==> src/rtl/fa_pkg.sv <==
package fa_pkg;
    typedef enum logic [2:0] {
        OP_NOP    = 3'd0,
        OP_READ   = 3'd1,
        OP_PROG   = 3'd2,
        OP_ERASE  = 3'd3,
        OP_SUSP   = 3'd4,
        OP_RESUME = 3'd5,
        OP_CLR    = 3'd6
    } fa_op_e;

    localparam int ST_READY = 0;
    localparam int ST_PERR  = 1;
    localparam int ST_EERR  = 2;
    localparam int ST_PSUS  = 3;
    localparam int ST_ESUS  = 4;
    localparam int ST_W     = 5;
endpackage

==> src/rtl/fa_addr_decode.sv <==
module fa_addr_decode #(
    parameter int ADDR_W      = 24,
    parameter int BANK_W      = 4,
    parameter int MAIN_OFS_W  = 16,
    parameter int PARAM_OFS_W = 14
) (
    input  logic [ADDR_W-1:0] addr,
    input  logic              param_top,
    output logic [BANK_W-1:0] bank,
    output logic [ADDR_W-1:0] blk_key
);
    localparam int SEL_W = ADDR_W - BANK_W - MAIN_OFS_W;
    localparam logic [ADDR_W-1:0] MAIN_MASK  = {{(ADDR_W-MAIN_OFS_W){1'b1}}, {MAIN_OFS_W{1'b0}}};
    localparam logic [ADDR_W-1:0] SMALL_MASK = {{(ADDR_W-PARAM_OFS_W){1'b1}}, {PARAM_OFS_W{1'b0}}};

    logic [SEL_W-1:0] sel;
    logic             small_blk;

    always_comb begin
        bank      = addr[ADDR_W-1 -: BANK_W];
        sel       = addr[MAIN_OFS_W +: SEL_W];
        small_blk = (bank == (param_top ? {BANK_W{1'b1}} : {BANK_W{1'b0}}))
                 && (sel  == (param_top ? {SEL_W{1'b1}}  : {SEL_W{1'b0}}));
        blk_key   = addr & (small_blk ? SMALL_MASK : MAIN_MASK);
    end
endmodule

==> src/rtl/fa_op_counter.sv <==
module fa_op_counter #(
    parameter int CNT_W = 8
) (
    input  logic             clk,
    input  logic             rst_n,
    input  logic             load,
    input  logic [CNT_W-1:0] load_val,
    input  logic             run,
    output logic             done,
    output logic [CNT_W-1:0] count
);
    logic [CNT_W-1:0] cnt_d, cnt_q;

    always_comb begin
        cnt_d = cnt_q;
        if (load) begin
            cnt_d = load_val;
        end else if (run && cnt_q != '0) begin
            cnt_d = cnt_q - 1'b1;
        end
        done  = run && (cnt_q == CNT_W'(1));
        count = cnt_q;
    end

    always_ff @(posedge clk or negedge rst_n) begin
        if (!rst_n) cnt_q <= '0;
        else        cnt_q <= cnt_d;
    end
endmodule

==> src/rtl/flash_op_arbiter.sv <==
module flash_op_arbiter
    import fa_pkg::*;
#(
    parameter int ADDR_W       = 24,
    parameter int BANK_W       = 4,
    parameter int MAIN_OFS_W   = 16,
    parameter int PARAM_OFS_W  = 14,
    parameter int PROG_CYCLES  = 16,
    parameter int ERASE_CYCLES = 64
) (
    input  logic              clk,
    input  logic              rst_n,
    input  logic              param_top,
    input  logic [2:0]        cmd_op,
    input  logic [ADDR_W-1:0] cmd_addr,
    output logic              rd_valid_o,
    output logic              rd_ok_o,
    output logic [ST_W-1:0]   status_o
);
    localparam int MAX_CYC = (PROG_CYCLES > ERASE_CYCLES) ? PROG_CYCLES : ERASE_CYCLES;
    localparam int CNT_W   = $clog2(MAX_CYC + 1);
    localparam int SLOTS   = 2;

    typedef struct packed {
        logic              p_busy;
        logic              p_susp;
        logic              e_busy;
        logic              e_susp;
        logic              p_err;
        logic              e_err;
        logic              rd_valid;
        logic              rd_ok;
        logic [ADDR_W-1:0] p_addr;
        logic [ADDR_W-1:0] e_key;
    } arb_state_t;

    arb_state_t state_d, state_q;

    logic [BANK_W-1:0] cmd_bank;
    logic [ADDR_W-1:0] cmd_key;

    logic [SLOTS-1:0] load_w, run_w, done_w;
    logic [CNT_W-1:0] cnt_w [SLOTS];

    logic              prog_busy_w, prog_susp_w, erase_susp_w;
    logic [CNT_W-1:0]  prog_cnt_w, erase_cnt_w;

    fa_addr_decode #(
        .ADDR_W(ADDR_W), .BANK_W(BANK_W),
        .MAIN_OFS_W(MAIN_OFS_W), .PARAM_OFS_W(PARAM_OFS_W)
    ) dec_i (
        .addr(cmd_addr), .param_top(param_top),
        .bank(cmd_bank), .blk_key(cmd_key)
    );

    // slot 0: program timer, slot 1: erase timer
    for (genvar g = 0; g < SLOTS; g++) begin : g_slot
        localparam int LOAD_CYC = (g == 0) ? PROG_CYCLES : ERASE_CYCLES;
        fa_op_counter #(.CNT_W(CNT_W)) cnt_i (
            .clk(clk), .rst_n(rst_n),
            .load(load_w[g]), .load_val(CNT_W'(LOAD_CYC)),
            .run(run_w[g]), .done(done_w[g]), .count(cnt_w[g])
        );
    end

    always_comb begin
        run_w[0] = state_q.p_busy && !state_q.p_susp;
        run_w[1] = state_q.e_busy && !state_q.e_susp;
    end

    always_comb begin
        state_d          = state_q;
        state_d.rd_valid = 1'b0;
        state_d.rd_ok    = 1'b0;
        load_w           = '0;

        // operations that end on this edge are retired before the command is judged
        if (done_w[0]) state_d.p_busy = 1'b0;
        if (done_w[1]) state_d.e_busy = 1'b0;

        case (fa_op_e'(cmd_op))
            OP_READ: begin
                state_d.rd_valid = 1'b1;
                state_d.rd_ok =
                    !(state_d.p_busy && !state_d.p_susp &&
                      cmd_bank == state_d.p_addr[ADDR_W-1 -: BANK_W]) &&
                    !(state_d.e_busy && !state_d.e_susp &&
                      cmd_bank == state_d.e_key[ADDR_W-1 -: BANK_W]) &&
                    !(state_d.e_busy && state_d.e_susp && cmd_key == state_d.e_key) &&
                    !(state_d.p_busy && state_d.p_susp && cmd_addr == state_d.p_addr);
            end
            OP_PROG: begin
                if (!state_d.p_busy &&
                    (!state_d.e_busy || (state_d.e_susp && cmd_key != state_d.e_key))) begin
                    state_d.p_busy = 1'b1;
                    state_d.p_addr = cmd_addr;
                    load_w[0]      = 1'b1;
                end else begin
                    state_d.p_err  = 1'b1;
                end
            end
            OP_ERASE: begin
                if (!state_d.p_busy && !state_d.e_busy) begin
                    state_d.e_busy = 1'b1;
                    state_d.e_key  = cmd_key;
                    load_w[1]      = 1'b1;
                end else begin
                    state_d.e_err  = 1'b1;
                end
            end
            OP_SUSP: begin
                if (state_d.p_busy && !state_d.p_susp && !state_d.e_busy) begin
                    state_d.p_susp = 1'b1;
                end else if (state_d.e_busy && !state_d.e_susp && !state_d.p_busy) begin
                    state_d.e_susp = 1'b1;
                end
            end
            OP_RESUME: begin
                if (state_d.p_susp) begin
                    state_d.p_susp = 1'b0;
                end else if (state_d.e_susp && !state_d.p_busy) begin
                    state_d.e_susp = 1'b0;
                end
            end
            OP_CLR: begin
                state_d.p_err = 1'b0;
                state_d.e_err = 1'b0;
            end
            default: ;
        endcase
    end

    always_ff @(posedge clk or negedge rst_n) begin
        if (!rst_n) state_q <= '0;
        else        state_q <= state_d;
    end

    always_comb begin
        rd_valid_o         = state_q.rd_valid;
        rd_ok_o            = state_q.rd_ok;
        status_o[ST_READY] = !((state_q.p_busy && !state_q.p_susp) ||
                               (state_q.e_busy && !state_q.e_susp));
        status_o[ST_PERR]  = state_q.p_err;
        status_o[ST_EERR]  = state_q.e_err;
        status_o[ST_PSUS]  = state_q.p_susp;
        status_o[ST_ESUS]  = state_q.e_susp;
        prog_busy_w        = state_q.p_busy;
        prog_susp_w        = state_q.p_susp;
        erase_susp_w       = state_q.e_susp;
        prog_cnt_w         = cnt_w[0];
        erase_cnt_w        = cnt_w[1];
    end
endmodule

==> config.mk <==
export PLATFORM = sky130hd
export DESIGN_NAME = flash_op_arbiter
export DESIGN_NICKNAME = d
export VERILOG_FILES = /design/src/rtl/fa_pkg.sv /design/src/rtl/fa_addr_decode.sv /design/src/rtl/fa_op_counter.sv /design/src/rtl/flash_op_arbiter.sv
export SDC_FILE = /design/constraint.sdc
export NUM_CORES = 1
export LEC_CHECK = 0
export BUFFER_PORTS_ARGS = -buffer_cell sky130_fd_sc_hd__buf_2
export CORE_MARGIN = 2
export CORE_UTILIZATION = 39
export CTS_CLUSTER_DIAMETER = 120
export DETAILED_ROUTE_END_ITERATION = 10
export HOLD_SLACK_MARGIN = 0.03
export SLEW_MARGIN = 25
export SYNTH_ARGS = -nofsm -noshare
export SYNTH_HDL_FRONTEND = slang
export SYNTH_HIERARCHICAL = 1
export SYNTH_SLANG_ARGS = --single-unit
==> constraint.sdc <==
create_clock -name clk -period 4.9 [get_ports clk]
set_input_delay 0.49 -clock clk [delete_from_list [all_inputs] [get_ports clk]]
set_output_delay 0.49 -clock clk [all_outputs]
set_load 0.005 [all_outputs]
Yosys cells after proc, flatten, opt, wreduce, memory -nomap -nowiden
Cells that the tools add are included.
{ "totals": {"word_cells": 113, "regBits": 70, "out_inout_bits": 7} }
{ "classes": {"add_sub_neg": 2, "reduce_logical": 48, "mux": 28, "n_eq_ne": 22, "bitwise": 1} }
{ "op_table": {"columns": ["cell", "count"], "rows": [
  ["24-bit == test", 2],
  ["7-bit 2-to-1 mux", 4],
  ["24-bit bitwise AND", 1],
  ["1-bit logical AND", 24],
  ["24-bit != test", 1],
  ["1-bit 2-to-1 mux", 17],
  ["4-bit == test", 4],
  ["16-bit 2-to-1 mux", 1],
  ["7-bit by 1-bit == test with 1-bit output (second input constant)", 2],
  ["2-bit != test (second input constant)", 7],
  ["7-bit nonzero test", 2],
  ["7-bit by 1-bit subtractor with 7-bit output (second input constant)", 2],
  ["2-bit AND reduction", 5],
  ["2-bit nonzero test", 5],
  ["3-bit == test (second input constant)", 3],
  ["1-bit logical NOT", 9],
  ["1-bit one-hot mux with 2 select lines", 4],
  ["3-bit by 2-bit == test with 1-bit output (second input constant)", 2],
  ["5-bit AND reduction", 1],
  ["4-bit 2-to-1 mux", 1],
  ["3-bit by 1-bit == test with 1-bit output (second input constant)", 1],
  ["1-bit logical OR", 2],
  ["2-bit 2-to-1 mux", 1]
]} }

Longest topological paths before layout
Gate-level depths: netlist (run 1).
{ "depth": {"depth_word": 12, "depth_mapped": 13, "depth_no_buf": 11} }

By module
Netlist (run 1), hierarchy kept.
{ "modules_own_cells": {"columns": ["module", "area_per_inst_um2", "seq_area_each_um2", "cells_each", "n_inst"], "rows": [
  ["flash_op_arbiter", 2925.3, 1401.3, 226, 1],
  ["fa_op_counter", 524.3, 175.2, 53, 2],
  ["fa_addr_decode", 271.5, 0.0, 38, 1]
]} }

Worst setup path before layout (run 1)
OpenSTA, ideal clock, no wires.
{ "synth_path": {"path_type": "reg2reg", "from": "reg g_slot[1].cnt_i.cnt_q[2]", "to": "reg g_slot[0].cnt_i.cnt_q[6]", "n_path_buf": 3, "arrival_ns": 3.023, "setup_ns": 0.126, "t_required_ns": 4.774, "synth_period_minus_slack_ns": 3.149, "path_stages_with_launch": 13, "setup_slack_ns": 1.751, "cell_sequence": "dfrtp_1 > buf_6 > or4_1 > nor4b_1 > nand2b_1 > nor2_1 > nand4_1 > nor4_4 > nor4_4 > buf_6 > clkbuf_1 > nor3_1 > a221o_1"} }
{ "synth_via": {"elab_chain_cells": 9, "elab_cells_between_ends": 10, "classes_between": "1 x eq/ne; 4 x mux; 5 x reduce/logical"} }
{ "synth_rtl": {"columns": ["item", "line", "text"], "rows": [
  ["from (decl)", "fa_op_counter.sv:12", "logic [CNT_W-1:0] cnt_d, cnt_q;"],
  ["from (signal assigned)", "fa_op_counter.sv:27", "else cnt_q <= cnt_d;"],
  ["7-bit by 1-bit == test with 1-bit output (*)", "fa_op_counter.sv:21", "done = run && (cnt_q == CNT_W'(1));"],
  ["1-bit logical AND (*)", "fa_op_counter.sv:21", null],
  ["named net done_w[1]", "flash_op_arbiter.sv:42", "logic [SLOTS-1:0] load_w, run_w, done_w;"],
  ["1-bit 2-to-1 mux (*)", "flash_op_arbiter.sv:79", "if (done_w[1]) state_d.e_busy = 1'b0;"],
  ["1-bit logical NOT (*)", "flash_op_arbiter.sv:94", "(!state_d.e_busy || (state_d.e_susp && cmd_key != state_d.e_key))) begin"],
  ["1-bit logical OR (*)", "flash_op_arbiter.sv:94", null],
  ["1-bit logical AND (*)", "flash_op_arbiter.sv:93", "if (!state_d.p_busy &&"],
  ["1-bit 2-to-1 mux (*)", "flash_op_arbiter.sv:93", null],
  ["1-bit 2-to-1 mux (*)", "flash_op_arbiter.sv:81", "case (fa_op_e'(cmd_op))"],
  ["named net load_w[0]", "flash_op_arbiter.sv:42", null],
  ["7-bit 2-to-1 mux or 2-bit nonzero test (tied branches)", null, null],
  ["to (signal assigned)", "fa_op_counter.sv:27", null],
  ["to (decl)", "fa_op_counter.sv:12", null]
]} }
Mark *: on every way through the listed nets, which the timed path passes. The rest lies on a longest branch.
A chain may end at the register's enable or synchronous reset.

Worst setup path after layout (run 1)
{ "layout_path": {"from": "reg state_q (netlist bit erase_susp_w)", "to": "reg g_slot[0].cnt_i.cnt_q[6]"} }
{ "layout_via": {"elab_chain_cells": 10, "elab_cells_between_ends": 12, "classes_between": "4 x mux; 8 x reduce/logical"} }
{ "layout_rtl": {"columns": ["item", "line", "text"], "rows": [
  ["from (decl)", "flash_op_arbiter.sv:37", "arb_state_t state_d, state_q;"],
  ["from (signal assigned)", "flash_op_arbiter.sv:135", "else state_q <= state_d;"],
  ["1-bit logical NOT (*)", "flash_op_arbiter.sv:68", "run_w[1] = state_q.e_busy && !state_q.e_susp;"],
  ["1-bit logical AND (*)", "flash_op_arbiter.sv:68", null],
  ["named net run_w[1]", "flash_op_arbiter.sv:42", null],
  ["1-bit logical AND (*)", "fa_op_counter.sv:21", null],
  ["named net done_w[1]", "flash_op_arbiter.sv:42", null],
  ["1-bit 2-to-1 mux (*)", "flash_op_arbiter.sv:79", null],
  ["1-bit logical NOT (*)", "flash_op_arbiter.sv:94", null],
  ["1-bit logical OR (*)", "flash_op_arbiter.sv:94", null],
  ["1-bit logical AND (*)", "flash_op_arbiter.sv:93", null],
  ["1-bit 2-to-1 mux (*)", "flash_op_arbiter.sv:93", null],
  ["1-bit 2-to-1 mux (*)", "flash_op_arbiter.sv:81", null],
  ["7-bit 2-to-1 mux or 2-bit nonzero test (tied branches)", null, null]
]} }
Marked as above.

==> summary.txt, run 1 <==
Die
  – I/O pins: 37
  – Core area: 10,700 sq um
  – Die Span X: 108 microns
  – Die ar.: 11,700 sq um
  – Initial Utilization: 39.5%
  – Site Rows: 38
  – Die height: 108 microns

Setup path
  – Crit-path max FO: 35
  – Crit. End Element: register
  – CP top delay family: simple AND/OR/NAND/NOR gates
  – Crit Path Category: reg -> reg
  – Worst-path cell chain: nor2b_1, inv_1, nor4b_1, nand2b_1, nor2_1, nand4_1, nor4_4, nor4_4, buf_4, inv_1, o311a_1, a221o_1
  – Type of origin of the critical path: register
  – CP max stage delay: 0.49 ns
  – CP max-delay cell: buf_4
  – Crit path buffers/inverters: 3
  – Worst Path Arrival: 3.66 ns
  – Worst path required time: 5.13 ns

Cells and area
  – Area Growth Syn to Fin: 8.78%
  – Final instance area: 4620 sq um
  – # diodes: 0
  – Proportion of layout cells with a drive suffix above 1: 27.9%
  – Fill cells: 1,062
  – Layout Nets: 443
  – Register Area: 1750 sq um
  – Area taken by multi-input logic gates: 2270 sq um
  – Commonest non-fill, non-tap cell in the layout: dfrtp_1
  – Commonest cells after routing, fill and taps aside: dfrtp_1, xor2_1, buf_2, mux2_2, conb_1
  – Final cell count without fillers: 552

STA
  – Slew Viols, Final: 0
  – Unrepaired setup endpoints after global routing: no
  – Post-layout min period: 3.43 ns
  – FMAX: 0.291 GHz
  – Worst slew pin tran: 0.646 ns
  – Setup TNS: 0 ns
  – Hold slack: 0.112 ns
  – Final period util: 70.1%
  – Clk_skew: 0.0130 ns
  – Setup violations, final: 0
  – Slew headroom: 56.8%
  – Final hold violations: 0

Power
  – Net switching power: 0.728 mW
  – Leakage: 2.08 nW
  – Seq pwr share: 44.9%
  – Combinational power share: 33.5%
  – Int Pwr: 1.35 mW
  – Share of power burned in the clock network: 21.7%
  – Pwr per Cell Area: 450 nW/um^2
  – Total power: 2.08 mW
  – Peak supply drop: 0.188 mV
  – Switching Share: 35.0%

Clocking
  – Clock root buffer: clkbuf_8
  – Clock Sinks: 70
  – Clock latency on the worst-skew pair: 0.35 ns
  – CTS tree: done
  – CTS clk-pin slew, worst paths: 0.08 ns
  – Post-CTS setup buffers: 0
  – CTS resizes: 0
  – Clock Tree Buf Depth: 2
  – CTS Buf Count: 9
  – CTS Hold Bufs: 0
  – Htree depth: 3

Routing
  – DRT Wirelength: 8070 microns
  – Post-DRT Antenna Nets: 0
  – Average via count per standard cell: 5.05
  – WL/cell: 14.6 microns
  – DR DRC count: 0
  – Via Count: 2,789
  – Total iterations of the first detailed-routing run: 4
  – Initial drt markers: 114

Global route
  – Vias in the first global route: 2,824
  – Global route overflow: 0
  – Largest net degree at the start of global routing: 40
  – First-pass GRT wire length: 13,800 microns
  – Initial antenna violation count: 0
  – All-Layer GR Usage: 15.0%

Synth
  – Synth Warn #: 6
  – Prevailing post-synth register cell: dfrtp_1
  – Yosys top cell area share: 41.3%
  – Yosys cell types: 50
  – Syn Inst Count: 370
  – Post-Syn Area: 4250 sq um
  – Yosys top cell by area: dfrtp_1
  – Avg Cell Area, Syn: 11.5 sq um
  – Async set or reset register ratio after synthesis: 100%
  – Ranking of synthesized cells by area: dfrtp_1, mux2_2, xor2_1
  – Flops & latches, synth: 70
  – Number of flops mapped to enable cells by yosys: 0
  – Register area share after synthesis: 41.3%

Status
  – Status: finished clean

Placed design
  – Placer Congestion: 0.768
  – Placed Area: 4430 sq um
  – Buffers on Ports: 36
  – Final HPWL DP: 5740 microns
  – Post-Place Cells: 536

Min path
  – Hold Crit Class: in -> async

Job
  – MaxCap Viol Count: 0
## metal layers
layer / share of wire [%] / global-route usage (%) / vias to the layer above / routed length, microns
met2: 47 / 24.4 / 51 / 3770
met5: 0 / 0 / - / 0
li1: - / - / 1362 / -
met1: 48 / 19.6 / 1365 / 3880
met4: 1.5 / 3.94 / 0 / 118
met3: 3.7 / 4.28 / 11 / 298
## worst register-to-register path: stages (launching register included)
cell      delay, ns
dfrtp_1        0.45
nor2b_1        0.44
inv_1          0.11
nor4b_1        0.39
nand2b_1       0.27
nor2_1         0.08
nand4_1        0.14
nor4_4         0.08
nor4_4         0.20
buf_4          0.49
inv_1          0.27
o311a_1        0.17
a221o_1        0.25
## cells in the mapped netlist, types with 3 or more instances
library cell	count
mux2_4	19
a2bb2oi_1	5
a21oi_1	12
o31ai_1	3
conb_1	3
clkbuf_1	3
buf_4	30
nor3_1	6
dfrtp_1	70
nand3_1	4
nor3b_1	3
nand4_1	10
buf_6	4
a31oi_1	4
nand2_1	14
nor2b_1	6
inv_1	8
ha_1	6
xnor2_1	21
nand2b_1	3
nor4_1	9
o21ai_0	3
nor2_1	12
a211o_1	6
mux2_2	29
xor2_1	35
## sequential cells by signal, summed over array words and instances, names as in the netlist
signal and cells:
prog_busy_w 1, rd_ok_o 1, g_slot.cnt_i/count 14, state_q 49, status_o 2, rd_valid_o 1
erase_susp_w 1, prog_susp_w 1
## through the flow
stage          util [%]  worst slack, ns
2_1_floorplan         -             1.75
3_3_place_gp       41.3             1.56
3_5_place_dp       41.3             1.49
4_1_cts            43.0             1.48
5_1_grt            43.0             1.26
6_report           43.0             1.47
## power by group through the flow
stage                     clock [mW]  sequential, mW  combinational [mW]
after global routing           0.489           0.960               0.780
after floorplan                    0           0.883               0.603
after global placement             0           0.928               0.686
after detailed placement           0           0.940               0.695
final                          0.450           0.932               0.695
after CTS                      0.469           0.930               0.702
## worst paths after layout
kind	startpoint	cells after the start	to	slack, ns
hold / removal	rst_n	1	g_slot[1].cnt_i/count[1]	0.11
setup / recovery	erase_susp_w	12	g_slot[0].cnt_i/count[6]	1.47
max in group asynchronous	rst_n	2	state_q[41]	3.95
setup reg to reg	erase_susp_w	12	g_slot[0].cnt_i/count[6]	1.47
hold reg to reg	status_o[2]	2	status_o[2]	0.53
min in group clk	cmd_op[2]	2	status_o[1]	0.40
## layout make-up
class	count	area share, %
clock buffers	12	2.93
clock inverters	4	1.03
inverters	8	0.650
multi-input cells	279	49.2
flip-flops and latches	70	37.9
well taps	140	3.79
repair buffers	39	4.44
## cells by family (layout without fill, tap and decap cells)
kind of cell	Yosys count	in the layout	synth area share, %
AOI/OAI and AO/OA	51	51	9.28
adders and majority gates	6	6	1.77
DFF	70	70	41.3
and+or+nand+nor	90	90	14.0
muxes	48	48	14.4
buffers and inverters	46	63	7.46
other	3	28	0.265
xor gates and xnor gates	56	56	11.6
Note: power is estimated with default switching activity, not from simulation.
==> run 2: changes to the inputs <==
Clock period 4.9 ns to 2.8 ns, I/O delays scaled along.
==> run 2 against run 1 <==
Hold slack improved by 0.068 ns. Combinational power rose by 120%. Clock-buffer cell count fell by 1. Cell count rose by 4.7%. Non-clock buffer count rose by 28. Global-route usage rose by 0.31 points. Clock power rose by 62%. Setup slack got worse by 1.4 ns. First-iteration DRC count fell by 9.6%. Via count rose by 2.7%. Design area rose by 7.3%. Largest cell class unchanged. Highest routed layer unchanged.
==> summary.txt, run 2 (synthesis results as in run 1) <==
Status
  – Status: finished clean (unchanged)

Setup path
  – Crit. End Element: register (unchanged)
  – Worst path required time: 3.03 ns (was 5.13 ns)
  – Cell mode on critical path: nor4_4
  – Crit-path max FO: 6 (was 35)
  – Worst Path Arrival: 2.98 ns (was 3.66 ns)
  – CP max stage delay: 0.56 ns (was 0.49 ns)
  – Worst-path cell chain: or4_4, nor4b_4, nand2b_4, nor2_2, nand4_1, nor4_4, nor4_4, buf_4, clkbuf_16, mux2_4 (was nor2b_1, inv_1, nor4b_1, nand2b_1, nor2_1, nand4_1, nor4_4, nor4_4, buf_4, inv_1, o311a_1, a221o_1)
  – Type of origin of the critical path: register (unchanged)
  – CP top delay family: simple AND/OR/NAND/NOR gates (unchanged)
  – Crit path buffers/inverters: 2 (was 3)
  – CP max-delay cell: or4_4 (was buf_4)
  – Crit Path Category: reg -> reg (unchanged)

Placed design
  – Placer Congestion: 0.778 (was 0.768)
  – Buffers on Ports: 36 (unchanged)
  – Final HPWL DP: 5800 microns (was 5740 microns)
  – Post-Place Cells: 558 (was 536)

STA
  – Post-layout min period: 2.75 ns (was 3.43 ns)
  – Unrepaired setup endpoints after global routing: yes (was no)
  – Setup TNS: 0 ns (unchanged)
  – Clk_skew: 0.00778 ns (was 0.0130 ns)
  – Final hold violations: 0 (unchanged)
  – Worst slew pin tran: 0.620 ns (was 0.646 ns)
  – Slew headroom: 58.5% (was 56.8%)
  – FMAX: 0.363 GHz (was 0.291 GHz)
  – Slew Viols, Final: 0 (unchanged)
  – Final period util: 98.3% (was 70.1%)
  – Setup violations, final: 0 (unchanged)

Die
  – Site Rows: 38 (unchanged)
  – Die Span X: 108 microns (unchanged)
  – Initial Utilization: 39.5% (unchanged)
  – I/O pins: 37 (unchanged)
  – Core area: 10,700 sq um (unchanged)
  – Die ar.: 11,700 sq um (unchanged)
  – Die height: 108 microns (unchanged)

Global route
  – Global route overflow: 0 (unchanged)
  – All-Layer GR Usage: 15.3% (was 15.0%)
  – Initial antenna violation count: 0 (unchanged)
  – First-pass GRT wire length: 14,100 microns (was 13,800 microns)
  – Vias in the first global route: 2,934 (was 2,824)
  – Largest net degree at the start of global routing: 71 (was 40)

Routing
  – Initial drt markers: 103 (was 114)
  – DRT Wirelength: 8370 microns (was 8070 microns)
  – Via Count: 2,865 (was 2,789)
  – Total iterations of the first detailed-routing run: 4 (unchanged)
  – DR DRC count: 0 (unchanged)
  – Average via count per standard cell: 4.96 (was 5.05)
  – WL/cell: 14.5 microns (was 14.6 microns)
  – Post-DRT Antenna Nets: 0 (unchanged)

Job
  – MaxCap Viol Count: 0 (unchanged)

Power
  – Pwr per Cell Area: 766 nW/um^2 (was 450 nW/um^2)
  – Leakage: 2.26 nW (was 2.08 nW)
  – Peak supply drop: 0.307 mV (was 0.188 mV)

Cells and area
  – Fill cells: 1,042 (was 1,062)
  – Final cell count without fillers: 578 (was 552)
  – Layout Nets: 471 (was 443)
  – # diodes: 0 (unchanged)
  – Proportion of layout cells with a drive suffix above 1: 34.2% (was 27.9%)
  – Largest register by flop count: state_q (unchanged)
  – Commonest non-fill, non-tap cell in the layout: dfrtp_1 (unchanged)
  – Final cell utilization of the core: 46.1% (was 43.0%)
  – Area Growth Syn to Fin: 16.8% (was 8.78%)
  – Commonest cells after routing, fill and taps aside: dfrtp_1, buf_2, xor2_1, conb_1, mux2_2 (was dfrtp_1, xor2_1, buf_2, mux2_2, conb_1)
  – Area taken by multi-input logic gates: 2330 sq um (was 2270 sq um)
  – Max reg flops: 49 (unchanged)
  – Register Area: 1750 sq um (unchanged)

Clocking
  – Clock Sinks: 70 (unchanged)
  – CTS clk-pin slew, worst paths: 0.07 ns (was 0.08 ns)
  – Clock Tree Buf Depth: 2 (unchanged)
  – CTS Buf Count: 9 (unchanged)
  – Clock latency on the worst-skew pair: 0.34 ns (was 0.35 ns)
  – CTS tree: done (unchanged)
  – Clock root buffer: clkbuf_8 (unchanged)
  – Htree depth: 3 (unchanged)

Min path
  – Hold Crit Class: in -> reg (was in -> async)
run 2: report_power, final:
| part | leakage (nW) | switching [mW] | total [mW] | internal (mW) |
|---|---|---|---|---|
| registers | 0.901 | 0.241 | 1.55 | 1.31 |
| clock network | 0.0873 | 0.368 | 0.728 | 0.360 |
| logic | 1.27 | 0.712 | 1.52 | 0.806 |
| total | 2.26 | 1.32 | 3.80 | 2.47 |
run 2: final timing paths:
path,startpoint,to,slack (ns),cells after the start
worst min register to register,status_o[2],status_o[2],0.51,2
min in group asynchronous,rst_n,erase_susp_w,0.50,3
worst max-delay path,g_slot[1].cnt_i/count[3],state_q[35],0.05,10
worst min-delay path,cmd_op[2],status_o[1],0.18,2
worst max register to register,g_slot[1].cnt_i/count[3],state_q[35],0.05,10
max in group asynchronous,rst_n,state_q[42],2.01,3
run 2: final cells by class:
class	instances	share of cell area [%]
multi-input combinational	279	47.0
sequential	70	35.3
clock buffer	11	3.05
tap	140	3.53
clock inverter	3	0.429
inverter	8	0.606
timing repair buffer	67	10.1
run 2: metrics by stage:
step	cell area, sq um	setup slack, ns	hold WS (ns)	total power [mW]
floorplan	4390	-0.0709	-0.0156	2.63
global placement	4680	0.0964	0.343	3.00
detailed placement	4680	0.0748	0.349	3.04
CTS	4860	0.0432	0.161	3.80
global route	4960	-0.0506	0.166	4.08
finish	4960	0.0469	0.180	3.80
run 2: per-layer routing:
metal / vias to the layer above / track usage (%) / routed length [microns]
met3: 4 / 4.28 / 355
met4: 0 / 4.21 / 65
met5: - / 0 / 0
met2: 55 / 23.8 / 3810
met1: 1392 / 20.9 / 4140
li1: 1414 / - / -
run 2: what timing repair did:
item | in CTS | in global routing
buffers inserted | 0 | 3
setup endpoints to repair | 0 | 39
hold endpoints to repair | 70 | 0
hold buffers | 1 | 0
resized for setup | 0 | 7
